File: config.mk
export PLATFORM = sky130hd
export DESIGN_NAME = qidle_tx
export DESIGN_NICKNAME = d
export VERILOG_FILES = /design/src/rtl/qtx_pkg.sv /design/src/rtl/qtx_regs.sv /design/src/rtl/qtx_shift.sv /design/src/rtl/qtx_pin.sv /design/src/rtl/qidle_tx.sv
export SDC_FILE = /design/constraint.sdc
export NUM_CORES = 1
export LEC_CHECK = 0
export ABC_AREA = 1
export BUFFER_PORTS_ARGS = -buffer_cell sky130_fd_sc_hd__buf_4
export CAP_MARGIN = 40
export CORE_MARGIN = 5
export CORE_UTILIZATION = 40
export DETAILED_ROUTE_END_ITERATION = 10
export MAX_ROUTING_LAYER = met4
export PLACE_DENSITY = 0.66
export SLEW_MARGIN = 20
export SYNTH_ARGS = -nofsm -noshare
export SYNTH_HDL_FRONTEND = slang
export SYNTH_HIERARCHICAL = 1
export SYNTH_SLANG_ARGS = --single-unit
File: constraint.sdc
create_clock -name clk -period 1.95 [get_ports clk]
set_input_delay 0.195 -clock clk [delete_from_list [all_inputs] [get_ports clk]]
set_output_delay 0.195 -clock clk [all_outputs]
set_load 0.02 [all_outputs]
File: src/rtl/qtx_pkg.sv
// Shared types for the queued-idle serial transmitter.
// Assumes nothing beyond being compiled before the modules that import it.
package qtx_pkg;

    // Kind of item the holding logic offers to the shifter.
    typedef enum logic [1:0] {
        SRC_NONE = 2'd0,
        SRC_IDLE = 2'd1,
        SRC_DATA = 2'd2
    } src_e;

endpackage

File: src/rtl/qtx_regs.sv
// Control bits, one-entry holding register and the queued-idle flag.
// Offers the next item to the shifter, giving a queued idle priority over
// buffered data. Assumes the shifter asserts take only while avail_o is high.
module qtx_regs
    import qtx_pkg::*;
#(
    parameter int DATA_W = 8
) (
    input  logic              clk,
    input  logic              rst_n,
    input  logic              wr_en,
    input  logic              wr_sel,
    input  logic [DATA_W-1:0] wr_data,
    input  logic              take,
    output logic              en_o,
    output logic              od_o,
    output logic              avail_o,
    output src_e              src_o,
    output logic [DATA_W-1:0] data_o,
    output logic              empty_o
);

    logic              en_q;
    logic              od_q;
    logic              idle_pend_q;
    logic              full_q;
    logic [DATA_W-1:0] data_q;

    logic wr_ctl;
    logic wr_dat;
    logic en_rise;
    logic take_idle;
    logic take_data;

    // Decode writes; data is accepted only while enabled.
    always_comb begin
        wr_ctl  = wr_en & wr_sel;
        wr_dat  = wr_en & ~wr_sel & en_q;
        en_rise = wr_ctl & wr_data[0] & ~en_q;
    end

    // Pick what to offer: idle before data, nothing while disabled.
    always_comb begin
        avail_o   = en_q & (idle_pend_q | full_q);
        if (idle_pend_q)      src_o = SRC_IDLE;
        else if (full_q)      src_o = SRC_DATA;
        else                  src_o = SRC_NONE;
        take_idle = take & idle_pend_q;
        take_data = take & ~idle_pend_q & full_q;
    end

    // Control register: enable and open-drain select.
    always_ff @(posedge clk) begin
        if (!rst_n) begin
            en_q <= 1'b0;
            od_q <= 1'b0;
        end else if (wr_ctl) begin
            en_q <= wr_data[0];
            od_q <= wr_data[1];
        end
    end

    // Queued idle: set on an enable rising edge, cleared when the shifter takes it.
    always_ff @(posedge clk) begin
        if (!rst_n)         idle_pend_q <= 1'b0;
        else if (en_rise)   idle_pend_q <= 1'b1;
        else if (take_idle) idle_pend_q <= 1'b0;
    end

    // Holding register occupancy; a new write wins over a same-cycle take.
    always_ff @(posedge clk) begin
        if (!rst_n)         full_q <= 1'b0;
        else if (wr_dat)    full_q <= 1'b1;
        else if (take_data) full_q <= 1'b0;
    end

    // Holding register contents.
    always_ff @(posedge clk) begin
        if (!rst_n)      data_q <= '0;
        else if (wr_dat) data_q <= wr_data;
    end

    assign en_o    = en_q;
    assign od_o    = od_q;
    assign data_o  = data_q;
    assign empty_o = ~full_q;

    AST_EMPTY_ON_TAKE: assert property (@(posedge clk) disable iff (!rst_n)
        take_data && !wr_dat |=> !full_q);
    AST_ONE_IDLE: assert property (@(posedge clk) disable iff (!rst_n)
        take_idle |=> !idle_pend_q);
    AST_IGNORE_WR: assert property (@(posedge clk) disable iff (!rst_n)
        wr_en && !wr_sel && !en_q |=> $stable(data_q));
    AST_IDLE_FIRST: assert property (@(posedge clk) disable iff (!rst_n)
        take && idle_pend_q && full_q |=> full_q);

endmodule

File: src/rtl/qtx_shift.sv
// Frame shift register with bit timing from an external oversampling tick.
// Requests a new item when idle or on the tick that ends the stop bit, so
// consecutive items follow with no gap. Assumes one tick per OSR-th of a bit.
module qtx_shift
    import qtx_pkg::*;
#(
    parameter int DATA_W = 8,
    parameter int OSR    = 16
) (
    input  logic              clk,
    input  logic              rst_n,
    input  logic              baud_tick,
    input  logic              avail,
    input  src_e              src,
    input  logic [DATA_W-1:0] data,
    output logic              take,
    output logic              line,
    output logic              busy,
    output logic              done
);

    localparam int FRAME_W = DATA_W + 2;
    localparam int TCW     = (OSR > 1) ? $clog2(OSR) : 1;
    localparam int BCW     = $clog2(FRAME_W);
    localparam logic [TCW-1:0] TICK_LAST = TCW'(OSR - 1);
    localparam logic [BCW-1:0] BIT_LAST  = BCW'(FRAME_W - 1);

    logic               busy_q;
    logic               tc_q;
    logic [FRAME_W-1:0] frame_q;
    logic [TCW-1:0]     tick_q;
    logic [BCW-1:0]     bit_q;

    logic               bit_end;
    logic               finish;
    logic [FRAME_W-1:0] load_frame;

    // Timing decode: end of a bit, end of the frame, and the take request.
    always_comb begin
        bit_end = busy_q & baud_tick & (tick_q == TICK_LAST);
        finish  = bit_end & (bit_q == BIT_LAST);
        take    = (~busy_q | finish) & avail;
    end

    // Frame image for the offered item: all ones for idle, framed data otherwise.
    always_comb begin
        if (src == SRC_IDLE) load_frame = '1;
        else                 load_frame = {1'b1, data, 1'b0};
    end

    // Shifter sequencing: load, count ticks, shift out, finish.
    always_ff @(posedge clk) begin
        if (!rst_n) begin
            busy_q  <= 1'b0;
            tc_q    <= 1'b1;
            frame_q <= '1;
            tick_q  <= '0;
            bit_q   <= '0;
        end else if (take) begin
            busy_q  <= 1'b1;
            tc_q    <= 1'b0;
            frame_q <= load_frame;
            tick_q  <= '0;
            bit_q   <= '0;
        end else if (finish) begin
            busy_q  <= 1'b0;
            tc_q    <= 1'b1;
            frame_q <= '1;
            tick_q  <= '0;
            bit_q   <= '0;
        end else if (busy_q && baud_tick) begin
            if (bit_end) begin
                tick_q  <= '0;
                bit_q   <= bit_q + 1'b1;
                frame_q <= {1'b1, frame_q[FRAME_W-1:1]};
            end else begin
                tick_q <= tick_q + 1'b1;
            end
        end
    end

    assign line = busy_q ? frame_q[0] : 1'b1;
    assign busy = busy_q;
    assign done = tc_q;

    AST_STOP_HIGH: assert property (@(posedge clk) disable iff (!rst_n)
        busy_q && (bit_q == BIT_LAST) |-> line);
    AST_NO_GAP: assert property (@(posedge clk) disable iff (!rst_n)
        finish && avail |=> busy_q);
    AST_TC_IDLE: assert property (@(posedge clk) disable iff (!rst_n)
        tc_q |-> !busy_q);

endmodule

File: src/rtl/qtx_pin.sv
// Pin driver: push-pull drives the level whenever owned; open-drain drives
// only a low and releases for a high. Purely combinational.
module qtx_pin (
    input  logic od,
    input  logic own,
    input  logic val,
    output logic pin_out,
    output logic pin_oe
);

    // Select drive style from the mode bit.
    always_comb begin
        if (od) begin
            pin_out = 1'b0;
            pin_oe  = own & ~val;
        end else begin
            pin_out = val;
            pin_oe  = own;
        end
    end

endmodule

File: src/rtl/qidle_tx.sv
// Top of the queued-idle serial transmitter. Ties register logic, the frame
// shifter and two mode-controlled pin drivers (TXD and the borrowed RXD).
// Assumes baud_tick is one clock wide and comes from an external divider.
module qidle_tx
    import qtx_pkg::*;
#(
    parameter int DATA_W = 8,
    parameter int OSR    = 16
) (
    input  logic              clk,
    input  logic              rst_n,
    input  logic              wr_en,
    input  logic              wr_sel,
    input  logic [DATA_W-1:0] wr_data,
    input  logic              baud_tick,
    input  logic              rxd_drv_en,
    input  logic              rxd_drv_val,
    output logic              txd_out,
    output logic              txd_oe,
    output logic              rxd_out,
    output logic              rxd_oe,
    output logic              data_empty,
    output logic              tx_done
);

    localparam int NPIN = 2;

    logic              en;
    logic              od;
    logic              avail;
    src_e              src;
    logic [DATA_W-1:0] hold_data;
    logic              take;
    logic              line;
    logic              busy;

    logic [NPIN-1:0]   pin_own;
    logic [NPIN-1:0]   pin_val;
    logic [NPIN-1:0]   pin_out;
    logic [NPIN-1:0]   pin_oe;

    qtx_regs #(.DATA_W(DATA_W)) u_regs (
        .clk     (clk),
        .rst_n   (rst_n),
        .wr_en   (wr_en),
        .wr_sel  (wr_sel),
        .wr_data (wr_data),
        .take    (take),
        .en_o    (en),
        .od_o    (od),
        .avail_o (avail),
        .src_o   (src),
        .data_o  (hold_data),
        .empty_o (data_empty)
    );

    qtx_shift #(.DATA_W(DATA_W), .OSR(OSR)) u_shift (
        .clk       (clk),
        .rst_n     (rst_n),
        .baud_tick (baud_tick),
        .avail     (avail),
        .src       (src),
        .data      (hold_data),
        .take      (take),
        .line      (line),
        .busy      (busy),
        .done      (tx_done)
    );

    // Pin sources: TXD is owned while enabled or still shifting.
    always_comb begin
        pin_own[0] = en | busy;
        pin_val[0] = line;
        pin_own[1] = rxd_drv_en;
        pin_val[1] = rxd_drv_val;
    end

    for (genvar p = 0; p < NPIN; p++) begin : g_pin
        qtx_pin u_pin (
            .od      (od),
            .own     (pin_own[p]),
            .val     (pin_val[p]),
            .pin_out (pin_out[p]),
            .pin_oe  (pin_oe[p])
        );
    end

    assign txd_out = pin_out[0];
    assign txd_oe  = pin_oe[0];
    assign rxd_out = pin_out[1];
    assign rxd_oe  = pin_oe[1];

    AST_PIN_HELD: assert property (@(posedge clk) disable iff (!rst_n)
        busy && !od |-> txd_oe);
    AST_OD_LOW_ONLY: assert property (@(posedge clk) disable iff (!rst_n)
        od && txd_oe |-> !txd_out);
    AST_RXD_OD: assert property (@(posedge clk) disable iff (!rst_n)
        od && rxd_oe |-> !rxd_out);
    AST_RELEASED: assert property (@(posedge clk) disable iff (!rst_n)
        !en && !busy |-> !txd_oe);

endmodule

==> out/results.ini <==
[timing]
min_period_over_period_pct = 85.26
finalHoldWorstSlack_ns = 0.1386
relSlewSlack_pct = 75.19
worst_pin_slew_ns = 0.3707
setup_tns_ns = 0
finalHoldViolations = 0
slew_viol_final = 0
fin_skew_ns = 0.005999
setup_viol = 0
max_clock_freq_mhz = 601.5
min_period_ns = 1.663
grt_setup_unrepaired = no

[grt]
grt_first_pass_wirelength_um = 5106
overflow = 0
grt_max_degree = 18
grt_pass1_vias = 1192
antenna_found_initial = 0
grtUsageTotal_pct = 12.36

[clock_tree]
cts.path.max_buffers = 2
postCtsHoldBufs = 0
clkSlewWorstSetupHoldPaths_ns = 0.06
cts_inserted_buffers = 5
clk_latency_ns = 0.28
cts_tree = yes
clock-sinks = 31
postCtsSetupRepairBufs = 0
cts_resized = 0
cts-root-buf = clkbuf_8
htreeDepth = 2

[logic_synthesis]
synth_ff_type = dfxtp_1
synth-edff-count = 0
synth-async-reset-ratio_pct = 0
netlist_area_sq_um = 1647
synthCells = 247
ys_seq_elements = 31
yosysSeqAreaShare_pct = 37.69
synth_cell_types = 25
syn_avg_cell_area_sq_um = 6.666
synth_nets = 265
yosysWarningCount = 6

[pwr]
p_leak_nw = 0.9375
power_frac_clock_pct = 39.6
combPwrFrac_pct = 8.2
switching_power_mw = 0.2835
ir_drop_mv = 0.3475
seq_power_share_pct = 52.2
p_int_mw = 0.9647
powerDensity_nw_per_um2 = 651.6
switching_share_pct = 22.71

[cells_and_area]
drive_gt1_share_pct = 16.61
multi_input_area_sq_um = 780.7
nFillCells = 405
regArea_sq_um = 620.6
n_antenna_cell = 0
final_nets = 289
syn2layout_area_growth_pct = 16.34

[worst_setup_path]
crit_path_cell_trace = ha_1 > nand3_2 > nor2_4 > nand2_4 > nand2_4 > nand2_2 > inv_2 > inv_1 > o21ai_0 > a21oi_1
worst-endpoint-required_ns = 2.11
crit_buf_inv = 2
critPathSlowestCell = dfxtp_1
cp_top_family = simple AND/OR/NAND/NOR gates
setup.worst_path.start_class = flop
crit_type = flop to flop
crit_path_max_incr_delay_ns = 0.36
arrival_ns = 1.82
worst_path_most_repeated_cell = nand2_4
crit_fanout = 10
worstSetupEndpointType = flop

[route]
drt-vias-per-instance = 4.502
first_iter_violations = 61
routed-wl-met2_um = 1385
topRoutingLayerUsed = met4
wl_per_cell_um = 9.642
dr.pass1.iters = 4
drc = 0
ant_nets = 0
vias = 1445
route.met3.wl_um = 153
m1WireLength_um = 1513
wl_um = 3095

[run]
drv_cap = 0

[floorplan]
die_h_um = 74.16
die_width_um = 74.16
start_util_pct = 41.16
dieArea_sq_um = 5500
pin_count = 21
rows = 23
core_area_sq_um = 4000

[placement]
post-dp-hpwl_um = 2297
buffer_ports.inserted = 20
gp_congestion = 0.8965

[outcome]
outcome = finished clean

[min_path]
min_path_type = input pin to flop

-- registers in the layout, summed over array words and instances, names as in the netlist --
register            flops
u_regs/full_q           1
u_shift/frame_q         9
u_regs/en_o             1
u_regs/od_o             1
u_regs/idle_pend_q      1
u_shift/tick_q          4
u_shift/done            1
u_shift/bit_q           4
u_regs/data_o           8
u_shift/busy            1
-- cells in the final DEF (no fill, tap or decap) --
| master | count |
|---|---|
| nor2_1 | 55 |
| ha_1 | 3 |
| nand2_1 | 46 |
| nand3_4 | 1 |
| nor3_1 | 1 |
| nor2_4 | 1 |
| nand2_2 | 2 |
| nand3_2 | 3 |
| nand2_4 | 2 |
| o211ai_1 | 7 |
| o21ai_1 | 3 |
| o21ai_2 | 1 |
| xor2_1 | 4 |
| nand4_1 | 3 |
| clkinv_2 | 1 |
| clkinv_1 | 2 |
| nand3_1 | 15 |
| inv_1 | 44 |
| a21oi_1 | 7 |
| clkbuf_8 | 6 |
| dfxtp_1 | 31 |
| inv_2 | 5 |
| o21ai_0 | 5 |
| buf_4 | 23 |
-- metrics by stage --
stage	power, mW	utilization (%)	cell area (sq um)	worst slack (ns)	instances
2_1_floorplan	0.7249	-	1647	0.4521	247
3_3_place_gp	0.7673	45.70	1828	0.3449	314
3_5_place_dp	0.7682	45.70	1828	0.3055	314
4_1_cts	1.271	47.89	1916	0.2918	321
5_1_grt	1.318	47.89	1916	0.1513	321
6_report	1.248	47.89	1916	0.2875	321
-- Yosys cell counts (3+ instances only) --
library cell,n,share of area (%)
a21oi_1,7,2.1
nand3_1,15,4.6
o211ai_1,7,3.2
inv_2,5,1.1
nand4_1,3,1.1
o21ai_1,3,0.91
nor2_1,55,13
dfxtp_1,31,38
ha_1,3,2.3
nand3_2,3,1.8
inv_1,44,10
xor2_1,4,2.1
o21ai_0,5,1.5
nand2_1,46,10
-- per-layer routing --
layer	vias to the layer above	GRT usage (%)
li1	790	-
met1	629	15.45
met2	21	18.50
met3	5	4.324
met4	0	4.225
met5	-	-
-- power groups by stage --
stage | clock (mW) | sequential, mW | combinational (mW)
3_3_place_gp | 0 | 0.665 | 0.102
3_5_place_dp | 0 | 0.666 | 0.103
2_1_floorplan | 0 | 0.664 | 0.0607
6_report | 0.494 | 0.652 | 0.103
4_1_cts | 0.516 | 0.651 | 0.103
5_1_grt | 0.551 | 0.652 | 0.115
-- final timing paths --
| path | startpoint | end | slack [ns] | depth (start not counted) |
|---|---|---|---|---|
| hold / removal | wr_data[5] | u_regs/data_o[5]$_SDFFE_PN0P_ | 0.14 | 3 |
| hold reg to reg | u_regs/full_q$_SDFFE_PN0P_ | u_regs/full_q$_SDFFE_PN0P_ | 0.50 | 2 |
| setup reg to reg | u_shift/tick_q[0]$_SDFFE_PP0P_ | u_regs/full_q$_SDFFE_PN0P_ | 0.29 | 10 |
| setup / recovery | u_shift/tick_q[0]$_SDFFE_PP0P_ | u_regs/full_q$_SDFFE_PN0P_ | 0.29 | 10 |
-- area by class of cell --
| class | instances | share of cell area, % |
|---|---|---|
| repair buffers | 23 | 9.014 |
| flip-flops and latches | 31 | 32.40 |
| clock buffers | 6 | 4.311 |
| well taps | 50 | 3.266 |
| clock inverters | 1 | 0.2613 |
| inverters | 51 | 9.993 |
| multi-input cells | 159 | 40.76 |
-- worst register-to-register path, stage by stage (launching register included) --
cell and delay [ns]:
dfxtp_1 0.36, ha_1 0.21, nand3_2 0.13, nor2_4 0.18, nand2_4 0.12, nand2_4 0.13, nand2_2 0.11, inv_2 0.06
inv_1 0.04, o21ai_0 0.14, a21oi_1 0.08
-- logic make-up (layout without fill, tap and decap cells) --
group                      Yosys count  count (layout)  share of synthesized area (%)
AOI/OAI and AO/OA                   23              23                          8.282
xor gates and xnor gates             4               4                          2.127
adders and majority gates            3               3                          2.280
buffers and inverters               57              81                          14.89
DFF                                 31              31                          37.69
and+or+nand+nor                    129             129                          34.73
(Power assumes the default switching activity.)
